--- src/rtl/mtimer_pkg.sv ---
package mtimer_pkg;

   // word indices (byte offset >> 2) of the register window
   localparam int unsigned WIX_FAULT_FORCE = 0;
   localparam int unsigned WIX_RUN         = 1;
   localparam int unsigned WIX_TICKCFG     = 64;
   localparam int unsigned WIX_TIME_LO     = 65;
   localparam int unsigned WIX_TIME_HI     = 66;
   localparam int unsigned WIX_MATCH_LO    = 67;
   localparam int unsigned WIX_MATCH_HI    = 68;
   localparam int unsigned WIX_IRQ_EN      = 69;
   localparam int unsigned WIX_IRQ_PEND    = 70;
   localparam int unsigned WIX_IRQ_FORCE   = 71;

   // increment field starts here inside TICKCFG
   localparam int unsigned STEP_LSB   = 16;
   localparam int unsigned STEP_RESET = 1;

   typedef enum logic [3:0] {
      SEL_NONE,
      SEL_FAULT_FORCE,
      SEL_RUN,
      SEL_TICKCFG,
      SEL_TIME_LO,
      SEL_TIME_HI,
      SEL_MATCH_LO,
      SEL_MATCH_HI,
      SEL_IRQ_EN,
      SEL_IRQ_PEND,
      SEL_IRQ_FORCE
   } reg_sel_e;

endpackage

--- src/rtl/mtimer_decode.sv ---
module mtimer_decode
   import mtimer_pkg::*;
#(
   parameter int unsigned AW = 10
) (
   input  logic [AW-1:0] addr_i,
   output reg_sel_e      sel_o
);
   localparam int unsigned IXW = AW - 2;

   logic [IXW-1:0] ix;
   assign ix = addr_i[AW-1:2];

   always_comb begin
      sel_o = SEL_NONE;
      case (ix)
         IXW'(WIX_FAULT_FORCE): sel_o = SEL_FAULT_FORCE;
         IXW'(WIX_RUN):         sel_o = SEL_RUN;
         IXW'(WIX_TICKCFG):     sel_o = SEL_TICKCFG;
         IXW'(WIX_TIME_LO):     sel_o = SEL_TIME_LO;
         IXW'(WIX_TIME_HI):     sel_o = SEL_TIME_HI;
         IXW'(WIX_MATCH_LO):    sel_o = SEL_MATCH_LO;
         IXW'(WIX_MATCH_HI):    sel_o = SEL_MATCH_HI;
         IXW'(WIX_IRQ_EN):      sel_o = SEL_IRQ_EN;
         IXW'(WIX_IRQ_PEND):    sel_o = SEL_IRQ_PEND;
         IXW'(WIX_IRQ_FORCE):   sel_o = SEL_IRQ_FORCE;
         default:               sel_o = SEL_NONE;
      endcase
   end
endmodule

--- src/rtl/mtimer_prescaler.sv ---
module mtimer_prescaler #(
   parameter int unsigned PRE_W = 12
) (
   input  logic             clk_i,
   input  logic             rst_ni,
   input  logic             run_i,
   input  logic [PRE_W-1:0] limit_i,
   output logic             tick_o
);
   logic [PRE_W-1:0] div_q;
   logic             wrap;

   // ">=" keeps the divider bounded when the limit is lowered mid-count
   assign wrap   = (div_q >= limit_i);
   assign tick_o = run_i & wrap;

   always_ff @(posedge clk_i or negedge rst_ni) begin
      if (!rst_ni) begin
         div_q <= '0;
      end else if (run_i) begin
         div_q <= wrap ? '0 : div_q + 1'b1;
      end
   end
endmodule

--- src/rtl/mtimer_counter.sv ---
module mtimer_counter #(
   parameter int unsigned DATA_W = 32,
   parameter int unsigned STEP_W = 8,
   parameter int unsigned NSEG   = 2
) (
   input  logic                     clk_i,
   input  logic                     rst_ni,
   input  logic                     tick_i,
   input  logic [STEP_W-1:0]        step_i,
   input  logic [NSEG-1:0]          seg_we_i,
   input  logic [DATA_W-1:0]        wdata_i,
   output logic [NSEG*DATA_W-1:0]   cnt_o
);
   localparam int unsigned CNT_W = NSEG * DATA_W;

   logic [DATA_W-1:0] seg_q [NSEG];
   logic [CNT_W-1:0]  sum;
   logic              adv;

   assign sum = cnt_o + CNT_W'(step_i);
   // a software load of any segment suppresses the increment that cycle
   assign adv = tick_i & ~(|seg_we_i);

   for (genvar s = 0; s < NSEG; s++) begin : g_seg
      always_ff @(posedge clk_i or negedge rst_ni) begin
         if (!rst_ni) begin
            seg_q[s] <= '0;
         end else if (seg_we_i[s]) begin
            seg_q[s] <= wdata_i;
         end else if (adv) begin
            seg_q[s] <= sum[s*DATA_W +: DATA_W];
         end
      end
      assign cnt_o[s*DATA_W +: DATA_W] = seg_q[s];
   end
endmodule

--- src/rtl/mtimer_compare.sv ---
module mtimer_compare #(
   parameter int unsigned CNT_W     = 64,
   parameter bit          SPLIT_CMP = 1'b1
) (
   input  logic             clk_i,
   input  logic             rst_ni,
   input  logic             run_i,
   input  logic [CNT_W-1:0] cnt_i,
   input  logic [CNT_W-1:0] match_i,
   output logic             hit_o,
   output logic             raw_o
);
   localparam int unsigned HALF = CNT_W / 2;

   logic reached;

   if (SPLIT_CMP) begin : g_split
      // two half-width comparators instead of one full-width chain
      logic hi_gt, hi_eq, lo_ge;
      assign hi_gt   = cnt_i[CNT_W-1:HALF] >  match_i[CNT_W-1:HALF];
      assign hi_eq   = cnt_i[CNT_W-1:HALF] == match_i[CNT_W-1:HALF];
      assign lo_ge   = cnt_i[HALF-1:0]     >= match_i[HALF-1:0];
      assign reached = hi_gt | (hi_eq & lo_ge);
   end else begin : g_flat
      assign reached = (match_i <= cnt_i);
   end

   assign hit_o = run_i & reached;

   logic raw_q;
   always_ff @(posedge clk_i or negedge rst_ni) begin
      if (!rst_ni) begin
         raw_q <= 1'b0;
      end else if (run_i) begin
         raw_q <= reached;
      end
   end
   assign raw_o = raw_q;
endmodule

--- src/rtl/mtimer_regfile.sv ---
module mtimer_regfile
   import mtimer_pkg::*;
#(
   parameter int unsigned DATA_W = 32,
   parameter int unsigned PRE_W  = 12,
   parameter int unsigned STEP_W = 8
) (
   input  logic                clk_i,
   input  logic                rst_ni,
   input  reg_sel_e            sel_i,
   input  logic                we_i,
   input  logic [DATA_W-1:0]   wdata_i,
   input  logic [2*DATA_W-1:0] cnt_i,
   input  logic                hit_i,
   output logic                run_o,
   output logic [PRE_W-1:0]    limit_o,
   output logic [STEP_W-1:0]   step_o,
   output logic [2*DATA_W-1:0] match_o,
   output logic                en_o,
   output logic                pend_o,
   output logic                periph_o,
   output logic [1:0]          seg_we_o,
   output logic [DATA_W-1:0]   rdata_o
);
   localparam int unsigned CNT_W = 2 * DATA_W;

   logic               run_q, en_q, pend_q, periph_q;
   logic [PRE_W-1:0]   limit_q;
   logic [STEP_W-1:0]  step_q;
   logic [CNT_W-1:0]   match_q;
   logic               force_set, evt_set, pend_clr, pend_d;

   assign force_set = we_i && (sel_i == SEL_IRQ_FORCE) && wdata_i[0] && en_q;
   assign evt_set   = hit_i & en_q;
   assign pend_clr  = we_i && (sel_i == SEL_IRQ_PEND) && wdata_i[0];

   always_comb begin
      pend_d = pend_q;
      if (force_set || evt_set) begin
         pend_d = 1'b1;
      end else if (pend_clr) begin
         pend_d = 1'b0;
      end
   end

   always_ff @(posedge clk_i or negedge rst_ni) begin
      if (!rst_ni) begin
         run_q    <= 1'b0;
         limit_q  <= '0;
         step_q   <= STEP_W'(STEP_RESET);
         match_q  <= '1;
         en_q     <= 1'b0;
         pend_q   <= 1'b0;
         periph_q <= 1'b0;
      end else begin
         if (we_i) begin
            case (sel_i)
               SEL_RUN:      run_q <= wdata_i[0];
               SEL_TICKCFG: begin
                  limit_q <= wdata_i[PRE_W-1:0];
                  step_q  <= wdata_i[STEP_LSB +: STEP_W];
               end
               SEL_MATCH_LO: match_q[DATA_W-1:0]     <= wdata_i;
               SEL_MATCH_HI: match_q[CNT_W-1:DATA_W] <= wdata_i;
               SEL_IRQ_EN:   en_q <= wdata_i[0];
               default: ;
            endcase
         end
         pend_q   <= pend_d;
         periph_q <= pend_q & en_q;
      end
   end

   assign seg_we_o[0] = we_i && (sel_i == SEL_TIME_LO);
   assign seg_we_o[1] = we_i && (sel_i == SEL_TIME_HI);

   always_comb begin
      rdata_o = '0;
      case (sel_i)
         SEL_RUN:      rdata_o[0] = run_q;
         SEL_TICKCFG: begin
            rdata_o[PRE_W-1:0]           = limit_q;
            rdata_o[STEP_LSB +: STEP_W]  = step_q;
         end
         SEL_TIME_LO:  rdata_o = cnt_i[DATA_W-1:0];
         SEL_TIME_HI:  rdata_o = cnt_i[CNT_W-1:DATA_W];
         SEL_MATCH_LO: rdata_o = match_q[DATA_W-1:0];
         SEL_MATCH_HI: rdata_o = match_q[CNT_W-1:DATA_W];
         SEL_IRQ_EN:   rdata_o[0] = en_q;
         SEL_IRQ_PEND: rdata_o[0] = pend_q;
         default: ;
      endcase
   end

   assign run_o    = run_q;
   assign limit_o  = limit_q;
   assign step_o   = step_q;
   assign match_o  = match_q;
   assign en_o     = en_q;
   assign pend_o   = pend_q;
   assign periph_o = periph_q;
endmodule

--- src/rtl/mtimer_core.sv ---
module mtimer_core
   import mtimer_pkg::*;
#(
   parameter int unsigned AW        = 10,
   parameter int unsigned DATA_W    = 32,
   parameter int unsigned PRE_W     = 12,
   parameter int unsigned STEP_W    = 8,
   parameter bit          SPLIT_CMP = 1'b1
) (
   input  logic              clk_i,
   input  logic              rst_ni,
   input  logic [AW-1:0]     bus_addr_i,
   input  logic              bus_we_i,
   input  logic [DATA_W-1:0] bus_wdata_i,
   output logic [DATA_W-1:0] bus_rdata_o,
   output logic              irq_mtimer_o,
   output logic              irq_periph_o
);
   localparam int unsigned NSEG  = 2;
   localparam int unsigned CNT_W = NSEG * DATA_W;

   // elaboration-time parameter checks
   if (DATA_W != 32) begin : g_bad_data_w
      $error("mtimer_core: DATA_W must be 32");
   end
   if (AW < 9) begin : g_bad_aw
      $error("mtimer_core: AW too small for the register window");
   end
   if (PRE_W < 1 || PRE_W > STEP_LSB) begin : g_bad_pre_w
      $error("mtimer_core: PRE_W must lie in 1..16");
   end
   if (STEP_W < 1 || STEP_LSB + STEP_W > DATA_W) begin : g_bad_step_w
      $error("mtimer_core: STEP_W does not fit the config word");
   end

   reg_sel_e            sel;
   logic                run_w, en_w, pend_w, hit_w, tick_w;
   logic [PRE_W-1:0]    limit_w;
   logic [STEP_W-1:0]   step_w;
   logic [CNT_W-1:0]    match_w, cnt_w;
   logic [NSEG-1:0]     seg_we_w;

   mtimer_decode #(.AW(AW)) u_decode (
      .addr_i (bus_addr_i),
      .sel_o  (sel)
   );

   mtimer_regfile #(.DATA_W(DATA_W), .PRE_W(PRE_W), .STEP_W(STEP_W)) u_regs (
      .clk_i    (clk_i),
      .rst_ni   (rst_ni),
      .sel_i    (sel),
      .we_i     (bus_we_i),
      .wdata_i  (bus_wdata_i),
      .cnt_i    (cnt_w),
      .hit_i    (hit_w),
      .run_o    (run_w),
      .limit_o  (limit_w),
      .step_o   (step_w),
      .match_o  (match_w),
      .en_o     (en_w),
      .pend_o   (pend_w),
      .periph_o (irq_periph_o),
      .seg_we_o (seg_we_w),
      .rdata_o  (bus_rdata_o)
   );

   mtimer_prescaler #(.PRE_W(PRE_W)) u_div (
      .clk_i   (clk_i),
      .rst_ni  (rst_ni),
      .run_i   (run_w),
      .limit_i (limit_w),
      .tick_o  (tick_w)
   );

   mtimer_counter #(.DATA_W(DATA_W), .STEP_W(STEP_W), .NSEG(NSEG)) u_time (
      .clk_i    (clk_i),
      .rst_ni   (rst_ni),
      .tick_i   (tick_w),
      .step_i   (step_w),
      .seg_we_i (seg_we_w),
      .wdata_i  (bus_wdata_i),
      .cnt_o    (cnt_w)
   );

   mtimer_compare #(.CNT_W(CNT_W), .SPLIT_CMP(SPLIT_CMP)) u_cmp (
      .clk_i   (clk_i),
      .rst_ni  (rst_ni),
      .run_i   (run_w),
      .cnt_i   (cnt_w),
      .match_i (match_w),
      .hit_o   (hit_w),
      .raw_o   (irq_mtimer_o)
   );
endmodule

--- config.mk ---
export PLATFORM = sky130hd
export DESIGN_NAME = mtimer_core
export DESIGN_NICKNAME = d
export VERILOG_FILES = /design/src/rtl/mtimer_pkg.sv /design/src/rtl/mtimer_decode.sv /design/src/rtl/mtimer_prescaler.sv /design/src/rtl/mtimer_counter.sv /design/src/rtl/mtimer_compare.sv /design/src/rtl/mtimer_regfile.sv /design/src/rtl/mtimer_core.sv
export SDC_FILE = /design/constraint.sdc
export NUM_CORES = 1
export LEC_CHECK = 0
export BUFFER_PORTS_ARGS = -buffer_cell sky130_fd_sc_hd__buf_4
export CAP_MARGIN = 20
export CORE_MARGIN = 3
export CORE_UTILIZATION = 48
export DETAILED_ROUTE_END_ITERATION = 8
export GPL_TIMING_DRIVEN = 1
export PLACE_DENSITY_LB_ADDON = 0.2
export SLEW_MARGIN = 20
export SYNTH_ARGS = -nofsm -noshare
export SYNTH_HDL_FRONTEND = slang
export SYNTH_SLANG_ARGS = --single-unit
--- constraint.sdc ---
create_clock -name clk_i -period 4.2 [get_ports clk_i]
set_clock_uncertainty 0.2 [all_clocks]
set_input_delay 0.21 -clock clk_i [delete_from_list [all_inputs] [get_ports clk_i]]
set_output_delay 0.21 -clock clk_i [all_outputs]
set_load 0.05 [all_outputs]
After elaboration in Yosys (flattened, before gate mapping)
Cells that the tools add are included.
{"block": "totals", "register_bits": 165, "inputBits": 45, "word_cells": 75}
{"block": "op_classes", "add_sub_neg": 2, "order_cmp": 3, "eq_ne": 19, "muxes": 13, "bitwise_logic": 8, "reduce_logical": 18}
{"cell": "$mux 32", "n": 4}
{"cell": "$add 64x8->64", "n": 1}
{"cell": "$eq 8x7->1 const B", "n": 8}
{"cell": "$pmux 11 s5", "n": 1}
{"cell": "$pmux 4 s10", "n": 1}
{"cell": "$pmux 8 s5", "n": 1}
{"cell": "$eq 32x32->1", "n": 1}
{"cell": "$ge 32x32->1", "n": 1}
{"cell": "$gt 32x32->1", "n": 1}
{"cell": "$pmux 8 s4", "n": 1}
{"cell": "$eq 4x3->1 const B", "n": 4}
{"cell": "$pmux 4 s4", "n": 1}
{"cell": "$add 12x1->12 const B", "n": 1}
{"cell": "$eq 4x4->1 const B", "n": 3}
{"cell": "$ge 12x12->1", "n": 1}
{"cell": "$mux 12", "n": 1}
{"cell": "$reduce_and 2->1", "n": 5}
{"cell": "$eq 4x2->1 const B", "n": 2}
{"cell": "$eq 8x1->1 const B", "n": 1}
{"cell": "$logic_not 8->1", "n": 1}
{"cell": "$pmux 1 s8", "n": 1}
{"cell": "$logic_and 1x1->1", "n": 7}
{"cell": "$and 1x1->1", "n": 6}
{"cell": "$reduce_bool 2->1", "n": 3}
{"cell": "other kinds (5)", "n": 6}

Logic depth before layout (Yosys ltp)
{"block": "depth", "word_depth": 9, "mapped_depth": 11}

Hierarchy
A second synthesis with hierarchy kept.
{"block": "unflattened", "hier_cells": 1161, "hier_area_um2": 11653.7}
{"mod": "mtimer_regfile", "instances": 1, "cells_each": 349, "area_per_inst_um2": 4660.7, "seq_area_each_um2": 2283.4}
{"mod": "mtimer_counter", "instances": 1, "cells_each": 470, "area_per_inst_um2": 4322.9, "seq_area_each_um2": 1601.5}
{"mod": "mtimer_compare", "instances": 1, "cells_each": 229, "area_per_inst_um2": 1681.6, "seq_area_each_um2": 25.0}
{"mod": "mtimer_prescaler", "instances": 1, "cells_each": 101, "area_per_inst_um2": 899.6, "seq_area_each_um2": 300.3}
{"mod": "mtimer_decode", "instances": 1, "cells_each": 12, "area_per_inst_um2": 88.8, "seq_area_each_um2": 0.0}

Least setup slack after synthesis
No wires, ideal clock.
{"block": "synth_path", "path_type": "reg2reg", "from": "register u_regs.step_q[0] (netlist: u_regs.step_o[0])", "to": "register u_time.seg_q, in the netlist u_time.cnt_o[52]", "arrival_time_ns": 2.764, "slack_ns": 1.167, "stages_incl_launch_ff": 12, "period_less_slack_ns": 3.033, "cell_sequence": "dfstp_2 > ha_1 > inv_1 > fa_1 > nor2b_1 > o2111ai_1 > a31o_2 > clkbuf_1 > nor3_2 > nand2_1 > or4_1 > nand3_1"}
{"block": "synth_via", "elab_chain_len": 3}
{"item": "from (decl)", "line_no": "mtimer_regfile.sv:29", "text": "logic [STEP_W-1:0] step_q;"}
{"item": "from (signal assigned)", "line_no": "mtimer_regfile.sv:50", "text": "step_q <= STEP_W'(STEP_RESET);"}
{"item": "from (signal assigned)", "line_no": "mtimer_regfile.sv:61", "text": "step_q <= wdata_i[STEP_LSB +: STEP_W];"}
{"item": "$add 64x8->64", "line_no": "mtimer_counter.sv:20", "text": "assign sum = cnt_o + CNT_W'(step_i);"}
{"item": "$mux 32", "line_no": "mtimer_counter.sv:30", "text": "end else if (adv) begin"}
{"item": "$mux 32", "line_no": "mtimer_counter.sv:28", "text": "end else if (seg_we_i[s]) begin"}
{"item": "to (signal, indexed assignment)", "line_no": "mtimer_counter.sv:29", "text": "seg_q[s] <= wdata_i;"}
{"item": "to (signal, indexed assignment)", "line_no": "mtimer_counter.sv:31", "text": "seg_q[s] <= sum[s*DATA_W +: DATA_W];"}
{"item": "to (decl)", "line_no": "mtimer_counter.sv:16", "text": "logic [DATA_W-1:0] seg_q [NSEG];"}
No other way between the ends. The select of a mux whose other input is x is not followed.
A chain may end at the register's enable or synchronous reset.

Final worst setup path
{"block": "layout_path", "from": "input port bus_addr_i[2]", "to": "output port bus_rdata_o[0]"}
{"block": "layout_via", "elab_chain_len": 4, "word_cells_on_any_way": 20, "cone_classes": "eq/ne (17); mux (2); reduce/logical (1)"}
{"item": "from (decl)", "line_no": "mtimer_core.sv:12", "text": "input logic [AW-1:0] bus_addr_i,"}
{"item": "$eq 8x7->1 (tied with other cells)", "line_no": "mtimer_decode.sv:16", "text": "case (ix)"}
{"item": "$pmux 4 s10 (*)", "line_no": "mtimer_decode.sv:16"}
{"item": "$eq 4x4->1 (tied with other cells)", "line_no": "mtimer_regfile.sv:79", "text": "case (sel_i)"}
{"item": "$pmux 1 s8 (*)", "line_no": "mtimer_regfile.sv:79"}
{"item": "to (decl)", "line_no": "mtimer_core.sv:15", "text": "output logic [DATA_W-1:0] bus_rdata_o,"}
Mark *: on every way between the ends. The rest lies on a longest branch, timed or not.

==> qor.txt <==
sequential area share after synthesis: 0.377
Clk Latency, worst-skew pair: 0.44 ns
terminus of the critical flop-to-flop path: u_time.cnt_o[57]$_DFFE_PN0P_
multi-input logic area: 0.00640 mm^2
Tot GR Track Use: 0.273
clk slew on worst S/H paths: 0.06 ns
synthesis-stage register bit count: 165
adder-cell share of the synthesized area: 0.0971
critical path's slowest cell: and3_1
P_leak: 5.65 nW
Synth Net Count: 1343
synth unique cells: 62
port bufs: 76
vias in the first global route: 9474
CORE AREA: 0.0227 mm^2
CTS tree: built
peak supply drop: 0.273 mV
syn avg cell area: 9.20 um^2
CP arrival: 3.05 ns
share of the synthesized area in the top cell type: 0.224
Pins Over Slew Limit: 0
Psw: 1.25 mW
crit-path cells: dlygate4sd3_1 > buf_4 > nor2b_1 > and3_1 > a22oi_1 > o21ai_0 > buf_4
drt first-iter violations: 1173
Fmax: 289 MHz
Flop pwr share: 0.440
initial antenna violation count: 0
synth warn: 0
HP Start: bus_addr_i[3]
largest family of logic cells by synthesized area: simple AND/OR/NAND/NOR gates
TNS Setup: 0 ns
most used cell, CP: buf_4
Hold Path Stages: 4
Synth area leader: dfrtp_1
post-synthesis mux area share: 0.110
Final Hold Vio Count: 0
fin nets: 1438
Setup CP Type: input pin to output port
final WL: 33.4 mm
Mapped Area: 0.0112 mm^2
Residual DRC: 0
Hold Path End: u_regs.pend_o$_DFFE_PN0P_
CTS root buf: clkbuf_16
Switching Share: 0.298
Tcrit/Tclk final: 0.825
worst reg2reg path depth: 9
first-pass GRT wire length: 53.3 mm
RSZ-0062 raised after global routing: false
# IOs: 79
Pre-antenna DRT Iters: 8
CP max FO: 14
post-layout min period: 3.46 ns
total congestion overflow: 0
CP Buf/Inv Count: 3
TritonCTS Buffers: 17
die height: 158 um
cts hold-fix bufs: 35
H-Tree Level Count: 4
dpl cells: 1538
setup violators final: 0
main area contributors after synthesis: dfrtp_1 (22%), dfstp_2 (15%), ha_1 (9.5%)
Post-CTS Setup Bufs: 0
Initial Util: 0.491
critical path's top delay family: simple AND/OR/NAND/NOR gates
clk sinks: 165
Cell Rows: 55
routed via count: 9854
Int Power: 2.94 mW
Vias per Instance: 6.14
routed wire length per instance: 20.8 um
run status: finished clean
layout cells sized above 1: 0.231
FILL cells: 1987
DIE AREA: 0.0251 mm^2
Post-synth ARST share: 1.00
die width: 158 um
Slew Limit Headroom: 0.366
critical path's largest stage delay: 0.75 ns
power density cells: 321 mW/mm^2
EDFF count, synth: 0
gp weighted congestion: 0.883
reg2reg start: u_div.div_q[0]$_DFFE_PN0P_
startpoint types: input pin
FF-to-FF setup slack: 0.92 ns
clock network fraction of total power: 0.386
Cell Count, Final, Fillers Out: 1605
Synth Area in Compound Gates: 0.144
Simple-Gate Fraction of Synth Area: 0.192
gate count after technology mapping: 1212
XOR/XNOR share of the synthesized area: 0.0275
Hold/Removal Path Class: input pin to register
Req. time, crit path: 3.79 ns
Register Area: 0.00421 mm^2
ys flop type: dfrtp_1
CP Capture Type: output port
post_cts resized: 0
combinational share of power: 0.174
MaxCap Viol Count: 0
Final ANT Viol Nets: 0
Worst Tran Pin Value: 0.952 ns
HPWL after detailed placement: 23.7 mm
Antenna diodes: 0
clk buf depth: 2
pin count of the biggest net entering global routing: 98
P&R area growth vs syn: 16.8%
==> sequential cells by signal, indices dropped and copies added (netlist names), 8 cells and up <==
name,cells
u_regs.match_o,64
u_time.cnt_o,64
u_div.div_q,12
u_regs.limit_o,12
u_regs.step_o,8
==> cell type report <==
| cell class | instances | share of cell area |
|---|---|---|
| repair buffers | 135 | 0.0857 |
| clock buffers | 22 | 0.0364 |
| well taps | 285 | 0.0274 |
| inverters | 93 | 0.0268 |
| flip-flops and latches | 165 | 0.323 |
| clock inverters | 10 | 0.00941 |
| multi-input cells | 895 | 0.491 |
==> power by group through the flow <==
stage | Combinational (mW) | Clock (mW) | Sequential [mW]
2_1_floorplan | 0.422 | 0 | 1.83
3_3_place_gp | 0.679 | 0 | 1.86
3_5_place_dp | 0.696 | 0 | 1.86
4_1_cts | 0.728 | 1.64 | 1.84
5_1_grt | 0.807 | 1.72 | 1.86
6_report | 0.728 | 1.62 | 1.84
==> worst max path at each step <==
stage | startpoint | to | slack (ns) | depth (start not counted)
after CTS | bus_addr_i[2] | bus_rdata_o[12] | 0.85 | 9
after detailed placement | u_div.div_q[0]$_DFFE_PN0P_ | u_time.cnt_o[57]$_DFFE_PN0P_ | 0.98 | 9
final | bus_addr_i[2] | bus_rdata_o[0] | 0.74 | 7
after global routing | bus_addr_i[2] | bus_rdata_o[27] | 0.63 | 9
after floorplan | u_regs.step_o[0]$_DFFE_PN1P_ | u_time.cnt_o[52]$_DFFE_PN0P_ | 1.17 | 11
after global placement | u_div.div_q[0]$_DFFE_PN0P_ | u_time.cnt_o[57]$_DFFE_PN0P_ | 0.99 | 9
==> worst reg2reg max path, delay by kind of cell (launching register included) <==
family / cells / cell delay, ns
AOI/OAI and AO/OA: 4 / 1.03
and+or+nand+nor: 3 / 1.25
adders and majority gates: 1 / 0.27
buffers and inverters: 1 / 0.08
DFF: 1 / 0.37
==> Yosys cell counts (8+ instances only) <==
library cell and n:
a31oi_1 14, nand4_1 38, a22oi_1 19, mux2_2 93
clkbuf_1 48, nand2_1 131, nor3_1 17, buf_1 8
inv_1 92, xnor2_1 22, and2_1 13, or3_1 14
ha_1 85, nor2_1 59, nand2b_1 9, and3_1 28
nor4_1 17, a21oi_1 65, mux2i_1 18, a222oi_1 31
nand3_1 42, xor2_1 13, dfrtp_1 100, o21ai_0 75
dfstp_2 65
==> routing by layer <==
metal,global-route usage,share of wire,vias up
met5,0,0,-
met4,0.0594,0.016,0
met3,0.0462,0.068,34
met2,0.442,0.47,360
met1,0.388,0.45,4822
li1,-,-,4638
==> cells in the final DEF (no fill, tap or decap), types with 4 or more instances in the layout <==
cell and count:
a21o_1 6, a21oi_1 65, a221oi_1 4, a222oi_1 31, a22oi_1 19, a31oi_1 14
and2_1 13, and3_1 27, and3b_1 4, and4_1 5, buf_4 98, clkbuf_16 17
dfrtp_1 100, dfstp_2 65, dlygate4sd3_1 35, ha_1 85, inv_1 92, mux2_2 93
mux2i_1 18, nand2_1 131, nand2b_1 9, nand3_1 42, nand3b_1 6, nand4_1 38
nor2_1 59, nor2b_1 4, nor3_1 15, nor3b_1 4, nor4_1 17, o21ai_0 75
o22ai_1 4, o31ai_1 5, or3_1 14, or4_1 6, xnor2_1 22, xor2_1 13
==> kinds of logic (layout without fill, tap and decap cells) <==
family	after synthesis	count (layout)
xor gates and xnor gates	35	35
buffers and inverters	152	260
DFF	165	165
AOI/OAI and AO/OA	250	250
and+or+nand+nor	413	413
muxes	111	111
adders and majority gates	86	86
==> through the flow <==
stage / power [mW] / cell area [um^2] / setup slack, ns / hold slack (ns) / util
2_1_floorplan: 2.25 / 11200 / 1.17 / -0.286 / -
3_5_place_dp: 2.56 / 12100 / 0.976 / 0.183 / 0.532
5_1_grt: 4.38 / 13000 / 0.628 / 0.0680 / 0.574
6_report: 4.19 / 13000 / 0.735 / 0.0523 / 0.574
4_1_cts: 4.21 / 13000 / 0.847 / 0.0339 / 0.574
3_3_place_gp: 2.54 / 12100 / 0.992 / 0.184 / 0.532
Note: power is estimated with default switching activity, not from simulation.
